### config.mk
export PLATFORM = sky130hd
export DESIGN_NAME = flash_cmd_ctrl
export DESIGN_NICKNAME = d
export VERILOG_FILES = /design/src/rtl/flash_cmd_ctrl.sv
export SDC_FILE = /design/constraint.sdc
export NUM_CORES = 1
export LEC_CHECK = 0
export BUFFER_PORTS_ARGS = -buffer_cell sky130_fd_sc_hd__buf_2
export CORE_MARGIN = 10
export CORE_UTILIZATION = 40
export CTS_CLUSTER_DIAMETER = 120
export DETAILED_ROUTE_END_ITERATION = 12
export GPL_ROUTABILITY_DRIVEN = 0
export HOLD_SLACK_MARGIN = 0.03
export PLACE_DENSITY = 0.64
export SLEW_MARGIN = 20
export SYNTH_ARGS = -nofsm -noshare
export SYNTH_HDL_FRONTEND = slang
export SYNTH_SLANG_ARGS = --single-unit
### constraint.sdc
create_clock -name clk -period 3.6 [get_ports clk]
set_clock_uncertainty 0.05 [all_clocks]
set_input_delay 0.36 -clock clk [delete_from_list [all_inputs] [get_ports clk]]
set_output_delay 0.36 -clock clk [all_outputs]
set_load 0.01 [all_outputs]
### src/rtl/flash_cmd_ctrl.sv
module flash_cmd_ctrl #(
  parameter int AW        = 6,
  parameter int NSEC      = 4,
  parameter int PROG_CYC  = 6,
  parameter int ERASE_CYC = 20,
  parameter int EWIN_CYC  = 5,
  parameter int SUSP_LAT  = 3
) (
  input  logic            clk,
  input  logic            rst_n,
  input  logic            we,
  input  logic            re,
  input  logic [AW-1:0]   addr,
  input  logic [7:0]      wdata,
  input  logic [NSEC-1:0] protect,
  output logic [7:0]      rdata,
  output logic            ready
);
  localparam int SW    = $clog2(NSEC);
  localparam int SHIFT = AW - SW;
  localparam int DEPTH = 1 << AW;
  localparam int CW    = $clog2(ERASE_CYC + PROG_CYC + EWIN_CYC + SUSP_LAT + 1);

  typedef enum logic [3:0] {
    S_RD, S_U1, S_U2, S_PA, S_E1, S_E2, S_E3, S_QRY,
    S_BYP, S_BPA, S_BX, S_PROG, S_ERS, S_SUSW, S_SUSP, S_ERR
  } st_t;

  st_t             st;
  logic [CW-1:0]   cnt, wcnt;
  logic [AW-1:0]   pa;
  logic [7:0]      pd;
  logic            fail, bulk, ret_byp, tog;
  logic [NSEC-1:0] emask;
  logic [7:0]      mem [DEPTH];

  wire [SW-1:0]   wsec      = addr[AW-1 -: SW];
  wire [NSEC-1:0] soh       = NSEC'(1) << wsec;
  wire            even      = ~addr[0];
  wire            busy      = (st == S_PROG) || (st == S_ERS) || (st == S_SUSW) || (st == S_ERR);
  wire            ers_cmd   = we && ((!bulk && wdata == 8'hB0) || wcnt != '0);
  wire            prog_done = (st == S_PROG) && cnt == '0 && !fail && !protect[pa[AW-1 -: SW]];
  wire            ers_done  = (st == S_ERS) && cnt == '0 && !ers_cmd;
  wire            susp      = (st == S_SUSP);
  wire [7:0]      stat      = {(st == S_PROG || st == S_ERR) ? ~pd[7] : 1'b0, tog, st == S_ERR, 5'b0};

  assign ready = !busy;

  always_ff @(posedge clk) begin
    if (prog_done) mem[pa] <= pd;
    for (int i = 0; i < DEPTH; i++)
      if (ers_done && emask[SW'(i >> SHIFT)] && !protect[SW'(i >> SHIFT)]) mem[AW'(i)] <= 8'hFF;
  end

  always_ff @(posedge clk or negedge rst_n) begin
    if (!rst_n) begin
      st      <= S_RD;
      cnt     <= '0;
      wcnt    <= '0;
      pa      <= '0;
      pd      <= '0;
      fail    <= 1'b0;
      bulk    <= 1'b0;
      ret_byp <= 1'b0;
      tog     <= 1'b0;
      emask   <= '0;
      rdata   <= '0;
    end else begin
      if (re && busy) tog <= ~tog;
      if (re) rdata <= busy ? stat : (st == S_QRY) ? {7'b0, protect[wsec]} : mem[addr];
      case (st)
        S_RD:  if (we) st <= (even && wdata == 8'hAA) ? S_U1 : S_RD;
        S_U1:  if (we) st <= (even && wdata == 8'h55) ? S_U2 : S_RD;
        S_U2:  if (we) begin
          if (!even) st <= S_RD;
          else case (wdata)
            8'hA0:   st <= S_PA;
            8'h80:   st <= S_E1;
            8'h90:   st <= S_QRY;
            8'h20:   st <= S_BYP;
            default: st <= S_RD;
          endcase
        end
        S_PA, S_BPA: if (we) begin
          if (protect[wsec]) st <= (st == S_BPA) ? S_BYP : S_RD;
          else begin
            pa      <= addr;
            pd      <= wdata;
            fail    <= |(wdata & ~mem[addr]);
            cnt     <= CW'(PROG_CYC - 1);
            ret_byp <= (st == S_BPA);
            st      <= S_PROG;
          end
        end
        S_E1:  if (we) st <= (even && wdata == 8'hAA) ? S_E2 : S_RD;
        S_E2:  if (we) st <= (even && wdata == 8'h55) ? S_E3 : S_RD;
        S_E3:  if (we) begin
          if (even && wdata == 8'h30 && !protect[wsec]) begin
            emask <= soh;
            bulk  <= 1'b0;
            wcnt  <= CW'(EWIN_CYC - 1);
            cnt   <= CW'(ERASE_CYC - 1);
            st    <= S_ERS;
          end else if (even && wdata == 8'h10 && protect != '1) begin
            emask <= ~protect;
            bulk  <= 1'b1;
            wcnt  <= '0;
            cnt   <= CW'(ERASE_CYC - 1);
            st    <= S_ERS;
          end else st <= S_RD;
        end
        S_QRY: if (re || we) st <= S_RD;
        S_BYP: if (we) begin
          if (wdata == 8'hA0) st <= S_BPA;
          else if (wdata == 8'h90) st <= S_BX;
        end
        S_BX:  if (we) st <= (wdata == 8'h00) ? S_RD : S_BYP;
        S_PROG:
          if (cnt == '0) st <= fail ? S_ERR : (ret_byp ? S_BYP : S_RD);
          else cnt <= cnt - 1'b1;
        S_ERS:
          if (we && !bulk && wdata == 8'hB0) begin
            st   <= S_SUSW;
            wcnt <= CW'(SUSP_LAT - 1);
          end else if (ers_cmd) begin
            if (wdata == 8'h30 && even) begin
              if (!protect[wsec]) emask <= emask | soh;
              wcnt <= CW'(EWIN_CYC - 1);
              cnt  <= CW'(ERASE_CYC - 1);
            end else st <= S_RD;
          end else begin
            if (wcnt != '0) wcnt <= wcnt - 1'b1;
            if (cnt == '0) st <= S_RD;
            else cnt <= cnt - 1'b1;
          end
        S_SUSW:
          if (wcnt == '0) st <= S_SUSP;
          else wcnt <= wcnt - 1'b1;
        S_SUSP: if (we && wdata == 8'h30) st <= S_ERS;
        S_ERR:  if (we && wdata == 8'hF0) st <= S_RD;
        default: st <= S_RD;
      endcase
    end
  end
endmodule

# Word-level counts from Yosys, hierarchy flattened
# Memory sizes are Yosys's and may differ from the RTL's.
# Cells that the tools add are included.
[totals]
ff_bits = 46
latch_bits = 0
ramBits = 512
rom_bits = 0
in_bits = 22
output_inout_bits = 9
memories = 1
[classes]
add_sub_neg = 2
n_mul = 0
div_mod_pow = 0
n_lt_le_gt_ge = 2
eq_ne = 53
shift = 1
muxes = 79
bitwise = 8
reduce_logical = 54
[memory_table]
columns = ["name", "words", "word_bits", "rd", "rd_clocked_by_memory_dff", "write_ports", "line", "text"]
rows = [
  ["mem", 64, 8, 1, 0, 32, "35", "logic [7:0] mem [DEPTH];"],
]
[op_table]
columns = ["op", "n"]
rows = [
  ["4-bit 2-to-1 mux", 35],
  ["6-bit 2-to-1 mux", 18],
  ["4-bit one-hot mux with 15 select lines", 1],
  ["8-bit equality test (second input constant)", 6],
  ["4-bit equality test (second input constant)", 8],
  ["2-bit inequality test (second input constant)", 14],
  ["8-bit 2-to-1 mux", 3],
  ["6-bit one-hot mux with 4 select lines", 1],
  ["1-bit logical AND", 22],
  ["6-bit one-hot mux with 3 select lines", 1],
  ["17-bit AND reduction", 1],
  ["4-bit by 3-bit equality test with 1-bit output (second input constant)", 4],
  ["8-bit by 6-bit equality test with 1-bit output (second input constant)", 2],
  ["4-bit one-hot mux with 4 select lines", 1],
  ["8-bit OR reduction", 2],
  ["7-bit AND reduction", 2],
  ["1-bit 2-to-1 mux", 13],
  ["6-bit zero test", 2],
  ["2-bit by 1-bit inequality test with 1-bit output (second input constant)", 6],
  ["4-bit by 3-bit inequality test with 1-bit output (second input constant)", 3],
  ["6-bit by 1-bit subtractor with 6-bit output (second input constant)", 2],
  ["8-bit AND", 1],
  ["4-bit by 2-bit equality test with 1-bit output (second input constant)", 2],
  ["8-bit by 5-bit equality test with 1-bit output (second input constant)", 1],
  ["other kinds (27)", 48],
]

# Depth between registers and ports, before layout
# Gate-level depths: netlist of the first run.
[depth]
depth_word = 12
ltp_mapped = 12
depth_no_buf = 9

# Worst setup path before layout of the first run
# OpenSTA, ideal clock, no wires.
[synth_path]
kind = "flip-flop to flip-flop"
from = "register cnt[0]"
to = "memory mem[55][0], enable pin"
setup_ns = 0.370
t_arrival_ns = 2.123
setup_slack_ns = 1.057
path_stages_with_launch = 8
synth_period_minus_slack_ns = 2.543
path_cell_list = "dfrtp_1 inv_1 ha_1 nor4b_1 nand4b_1 nor3b_2 nand3_1 nor2_1"
[synth_rtl]
columns = ["element", "line", "text"]
rows = [
  ["from (decl)", "30", "logic [CW-1:0] cnt, wcnt;"],
  ["from (signal assigned)", "90", "cnt <= CW'(PROG_CYC - 1);"],
  ["from (signal assigned)", "102", "cnt <= CW'(ERASE_CYC - 1);"],
  ["from (signal assigned)", "108", "cnt <= CW'(ERASE_CYC - 1);"],
  ["to (decl)", "35", ""],
]

==> metrics.md, run 1 <==
| Metric | Value |
|---|---|
| Dpl hpwl | 44600 um |
| Synth Flop Type | edfxtp_1 |
| Cells after Synth | 2156 |
| Synthesized area per cell | 11.4 sq um |
| Crit-path max FO | 10 |
| Gr ovfl total | 0 |
| # IOs | 31 |
| N_diodes | 0 |
| Max Root-Sink Buffers | 3 |
| Number of synthesized flops with an enable pin | 256 |
| Via count of the first global-routing pass | 17500 |
| Leading cell type in the layout, fill and taps excluded | nand3_1 |
| Layout area overhead | 12.1% |
| Top post-synthesis cells by area | edfxtp_1 (31%), dfxtp_1 (21%), nand3_1 (11%) |
| Crit path time final | 3.38 ns |
| Initial antenna violation count | 0 |
| Post-Syn Nets | 2180 |
| Fraction of layout cells with a size suffix above 1 | 16.5% |
| Commonest non-fill, non-tap cells in the layout | nand3_1 (532), nand2_1 (333), dfxtp_1 (256), edfxtp_1 (256), buf_4 (96) |
| Nets@finish | 2192 |
| Starting Density | 40.6% |
| Max incr delay on CP | 0.55 ns |
| Final Routed Wirelength | 70000 um |
| Leakage power | 10.5 nW |
| Max Cap Viol | 0 |
| Worst Min Path Start | wdata[0] |
| Arr. time, crit path | 3.78 ns |
| DIE WIDTH | 268 um |
| Total GRT Usage | 19.3% |
| Worst R2R End | mem[23][6] |
| CTS tree | done |
| Clock root cell | clkbuf_16 |
| Worst path cell trace | inv_1, ha_1, nor4b_1, buf_4, nand4b_1, nor3b_2, and3_1, nand2_1, nand2_1, nand3_1 |
| Yosys cell types | 84 |
| Routed vias/inst | 6.04 |
| Reg clk slew, reported paths | 0.06 ns |
| Clock latency on the worst-skew pair | 0.62 ns |
| Asr flop ratio synth | 7.91% |
| Setup TNS | 0 ns |
| Crit path top cell by count | nand2_1 |
| Site Rows | 90 |
| Worst r2r src | cnt[0] |
| Hold Path Depth | 2 |
| Worst Reg-to-Reg Cells | 10 |
| First-pass GRT wire length | 107000 um |
| Pre-CTS WS | 0.292 ns |
| PD cells | 622 nW/um^2 |
| Post-route ant nets | 0 |
| Die area | 71800 sq um |
| Worst setup SP type | register |
| Clock Sink Count | 556 |
| Final worst slack | 0.221 ns |
| CP required | 4.00 ns |
| Status | complete, no violations |
| RSZ-0062 raised after global routing | false |
| Top-area cell type share of the netlist area | 31.3% |
| Hold crit path type | primary input to register |
| Final slew viol count | 0 |
| First drt pass iteration count | 5 |
| Slew margin rel. | 28.5% |
| DR WL/cell | 23.4 um |
| Max VDD drop | 0.418 mV |
| Final core area utilization | 45.5% |
| Finish-stage setup viols | 0 |
| Final period util | 93.8% |
| Number of DRC markers in iteration 0 | 2202 |
| Post-synth top area cell | edfxtp_1 |
| DRC viols | 0 |
| Synth warn | 0 |
| Highest-delay cell along the critical path | and3_1 |
| Yosys reg bits | 556 |
| Hold Fails Final Rpt | 0 |
| R2R setup slack | 0.22 ns |
| Die Span Y | 268 um |
| Core footprint | 60600 sq um |
| Pin count of the biggest net entering global routing | 129 |
| CP Capture Type | register |
| CTS HTree Levels | 2 |
| Worst slew pin tran | 1.07 ns |
| I/O Buffers | 30 |
| Maximum clock frequency | 0.296 GHz |
| Post-CTS setup buffer count | 0 |
| CTS Buf Count | 57 |
| Register area share after synthesis | 56.6% |
| Hold Path End | pd[0] |
| Critical path type | register to register |
| Mapped Area | 24600 sq um |
| Total number of vias | 18100 |
## worst max-delay path by stage
stage,to,depth (start not counted),start
2_1_floorplan,mem[55][0],7,cnt[0]
3_3_place_gp,fail,8,addr[3]
3_5_place_dp,mem[23][6],10,cnt[0]
4_1_cts,mem[23][6],10,cnt[0]
5_1_grt,mem[23][6],10,cnt[1]
6_report,mem[23][6],10,cnt[0]
## layout make-up
class / count / area [sq um]
clock buffers: 88 / 1650
inverters: 16 / 60.1
multi-input cells: 1396 / 9660
repair buffers: 141 / 1160
well taps: 782 / 978
clock inverters: 15 / 136
fillers: 5432 / 33000
flip-flops and latches: 556 / 13900
## flip-flops by register name (all words and copies together), names as in the netlist
name	cells
mem	512
pd	8
rdata	8
cnt	6
pa	6
wcnt	6
st	4
emask	2
bulk	1
fail	1
ret_byp	1
tog	1
## logic make-up (layout without fill, tap and decap cells)
kind of cell               after synthesis  after routing  synth area share, %
and+or+nand+nor                       1039           1039                 20.1
DFF                                    556            556                 56.6
buffers and inverters                  204            260                 4.20
muxes                                  180            180                 13.9
AOI/OAI and AO/OA                      174            174                 5.13
adders and majority gates                2              2                0.102
xor gates and xnor gates                 1              1               0.0356
## critical path, delay by kind of cell (launching register included)
family	cells	cell delay, ns
AND/OR/NAND/NOR	7	2.34
flip-flops	1	0.40
buffers and inverters	2	0.26
adder cells (fa/ha/maj)	1	0.18
## power by group
group / leakage (nW) / internal (mW) / switching (mW)
clock: 0.873 / 3.28 / 2.45
sequential: 4.91 / 7.44 / 0.891
combinational: 4.74 / 1.03 / 2.06
total: 10.5 / 11.7 / 5.41
## metrics by stage
| step | hold WS, ns | instance area [sq um] | std cells | power (mW) |
|---|---|---|---|---|
| final | 0.0845 | 27600 | 2994 | 17.2 |
| after global routing | 0.0602 | 27600 | 2994 | 17.8 |
| after detailed placement | 0.397 | 25700 | 2886 | 11.4 |
| after global placement | 0.395 | 25700 | 2886 | 11.4 |
| after floorplan | 0.0144 | 24600 | 2156 | 10.1 |
| after CTS | 0.0367 | 27500 | 2993 | 17.2 |
## Yosys cell counts (26+ instances only)
cell / number
buf_2: 47
clkbuf_1: 108
dfrtp_1: 44
dfxtp_1: 256
edfxtp_1: 256
mux2i_1: 38
mux4_1: 26
mux4_2: 92
nand2_1: 333
nand3_1: 532
nor2_1: 63
o21ai_0: 33
## layer usage
metal | global-route usage (%) | share of wire (%) | up-vias
li1 | - | - | 8025
met1 | 26.0 | 41 | 9041
met2 | 30.4 | 46 | 878
met3 | 4.36 | 9.4 | 145
met4 | 6.00 | 3.0 | 0
met5 | 0 | 0 | -
## what timing repair did
item / 4_1_cts / 5_1_grt
hold buffers: 4 / 0
endpoints found under the hold margin: 47 / 0
endpoints found under the setup margin: 0 / 0
gates resized for setup: 0 / 0
(Power assumes the default switching activity.)
==> inputs of run 2 (changes only) <==
CORE_UTILIZATION = 55   (was 40)
PLACE_DENSITY = 0.8   (was 0.64)
REMOVE_ABC_BUFFERS = 1   (was default)
==> run 2 against run 1 <==
  * Register-to-register slack improved by 0.08 ns
  * Sequential power increased by 2%
  * Hold slack got worse by 0.028 ns
  * First-iteration DRC count increased by 36%
  * Cell count decreased by 6.1%
  * Cell area decreased by 0.66%
  * Worst setup slack improved by 0.076 ns
  * Combinational power decreased by 7.4%
  * Clock power increased by 0.7%
  * Utilization increased by 16 points
  * Fmax increased by 2.3%
  * Critical endpoint is now mem[2][4]
  * Highest routed layer unchanged
==> metrics.md, run 2 (same netlist as run 1, synthesis figures left out) <==
| Metric | Value |
|---|---|
| Die area | 53600 sq um |
| First drt pass iteration count | 6 |
| Clock root cell | clkbuf_16 |
| DR WL/cell | 25.1 um |
| Worst setup SP type | register |
| Crit path time final | 3.30 ns |
| Hold Path End | rdata[0] |
| CTS HTree Levels | 2 |
| Max VDD drop | 0.457 mV |
| Fraction of layout cells with a size suffix above 1 | 17.4% |
| Register area | 13900 sq um |
| Worst Min Path Start | re |
| Bufs and invs on worst path | 4 |
| Nets@finish | 2197 |
| Maximum clock frequency | 0.303 GHz |
| Max Root-Sink Buffers | 3 |
| CP Capture Type | register |
| Hold Fails Final Rpt | 0 |
| Net Sw Power | 5.41 mW |
| Final period util | 91.7% |
| I/O Buffers | 30 |
| Highest-delay cell along the critical path | nor3_2 |
| Max Cap Viol | 0 |
| Final core area utilization | 61.9% |
| Gr ovfl total | 0 |
| Max reg flops | 512 |
| Slew margin rel. | 24.8% |
| Leakage power | 10.6 nW |
| Starting Density | 55.6% |
| Routed vias/inst | 6.72 |
| Filler instances | 3175 |
| Worst path cell trace | inv_1, ha_1, nor4b_1, buf_4, nand4b_1, nor3_2, buf_4, and2_1, buf_4, nand2_1, nand2_1, nand3_1 |
| Core footprint | 44200 sq um |
| Pin count of the biggest net entering global routing | 129 |
| First-pass GRT wire length | 108000 um |
| CTS tree | done |
| Worst r2r src | cnt[0] |
| Clock Sink Count | 556 |
| Commonest non-fill, non-tap cells in the layout | nand3_1 (532), nand2_1 (333), dfxtp_1 (256), edfxtp_1 (256), buf_4 (109) |
| Logic pwr share | 16.7% |
| PD cells | 626 nW/um^2 |
| CTS Buf Count | 53 |
| Post-route ant nets | 0 |
| Worst R2R End | mem[2][4] |
| Final slew viol count | 0 |
| Status | complete, no violations |
| Finish-stage setup viols | 0 |
| Crit-path max FO | 24 |
| Post-Place Cells | 2707 |
| CP required | 3.99 ns |
| Switch share | 31.5% |
| Worst Reg-to-Reg Cells | 12 |
| R2R setup slack | 0.30 ns |
| Clk network pwr share | 33.6% |
| Layout area overhead | 11.4% |
| Clock latency on the worst-skew pair | 0.61 ns |
| Hold crit path type | primary input to register |
| Via count of the first global-routing pass | 18300 |
| Biggest regs | mem x512, pd x8, rdata x8 |
| Seq pwr share | 49.7% |
| Crit path top cell by count | buf_4 |
| Arr. time, crit path | 3.70 ns |
| CTS resizes | 0 |
| Final Routed Wirelength | 70400 um |
| Total number of vias | 18900 |
| Hold Path Depth | 3 |
| Multi-input gate area | 9660 sq um |
| Site Rows | 77 |
| Dpl hpwl | 44500 um |
| Worst slew pin tran | 1.13 ns |
| RSZ-0062 raised after global routing | false |
| Total GRT Usage | 25.6% |
| Die Span Y | 231 um |
| DIE WIDTH | 231 um |
| Max incr delay on CP | 0.43 ns |
| Internal Power | 11.7 mW |
| # IOs | 31 |
| Critical path type | register to register |
| Fin cells | 2810 |
| Number of DRC markers in iteration 0 | 3005 |
| Leading cell type in the layout, fill and taps excluded | nand3_1 |
| Delay-heaviest family, CP | simple AND/OR/NAND/NOR gates |
| Initial antenna violation count | 1 |
| Reg clk slew, reported paths | 0.06 ns |
| Most flop-heavy register | mem |
| DRC viols | 0 |
==> run 2: cell types whose count changed in the layout (fill, tap and decap cells not counted), sizes merged, moves of 2 or more <==
cell,before,now
inv,19,17
clkinv,9,19
buf,137,147
clkbuf,88,72
clkinvlp,1,3
bufinv,2,4
==> run 2: worst max path at each step <==
| stage | startpoint | cells past startpoint | end | slack [ns] |
|---|---|---|---|---|
| after floorplan | pa[5] | 4 | mem[10][0] | -2.12 |
| after global routing | cnt[0] | 10 | mem[3][2] | 0.14 |
| after detailed placement | addr[1] | 8 | fail | 0.29 |
| final | cnt[0] | 12 | mem[2][4] | 0.30 |
| after CTS | cnt[0] | 10 | mem[19][3] | 0.42 |
| after global placement | addr[2] | 9 | fail | 0.29 |
==> run 2: layout make-up <==
class,count,share of cell area [%]
antenna,1,0.00914
clock buffer,72,5.67
timing repair buffer,150,4.33
multi-input combinational,1396,35.3
inverter,16,0.219
tap,592,2.71
sequential,556,50.9
clock inverter,27,0.941
==> run 2: through the flow <==
step                      setup WS [ns]  setup TNS, ns  power (mW)  cell area [sq um]  hold WS, ns
after global placement            0.295              0        11.2              25500        0.393
after global routing              0.143              0        17.6              27400       0.0494
final                             0.297              0        17.1              27400       0.0563
after CTS                         0.416              0        17.0              27400       0.0310
after detailed placement          0.288              0        11.3              25500        0.399
after floorplan                   -2.12        -437.48        9.85              23600       0.0144
==> run 2: worst min-delay path: cells and delay by family <==
family	cells	cell delay, ns
buffers and inverters	1	0.17
and+or+nand+nor	1	0.08
AOI/OAI and AO/OA	1	0.06
==> run 2: per-layer routing <==
metal | vias to the layer above | wire (um) | track usage, %
li1 | 8029 | - | -
met1 | 9141 | 25700 | 34.0
met2 | 1492 | 33000 | 40.8
met3 | 234 | 8940 | 5.24
met4 | 0 | 2770 | 10.4
met5 | - | 0 | 0
==> run 2: what timing repair did <==
item	CTS	global route
endpoints found under the hold margin	46	0
setup endpoints to repair	0	0
hold buffers	3	0
buffers inserted	0	0
==> run 2: power by group through the flow <==
stage | Clock, mW | Sequential (mW) | Combinational (mW)
2_1_floorplan | 0 | 8.32 | 1.53
3_3_place_gp | 0 | 8.53 | 2.66
3_5_place_dp | 0 | 8.57 | 2.75
4_1_cts | 5.79 | 8.45 | 2.78
5_1_grt | 6.03 | 8.56 | 3.03
6_report | 5.77 | 8.51 | 2.86
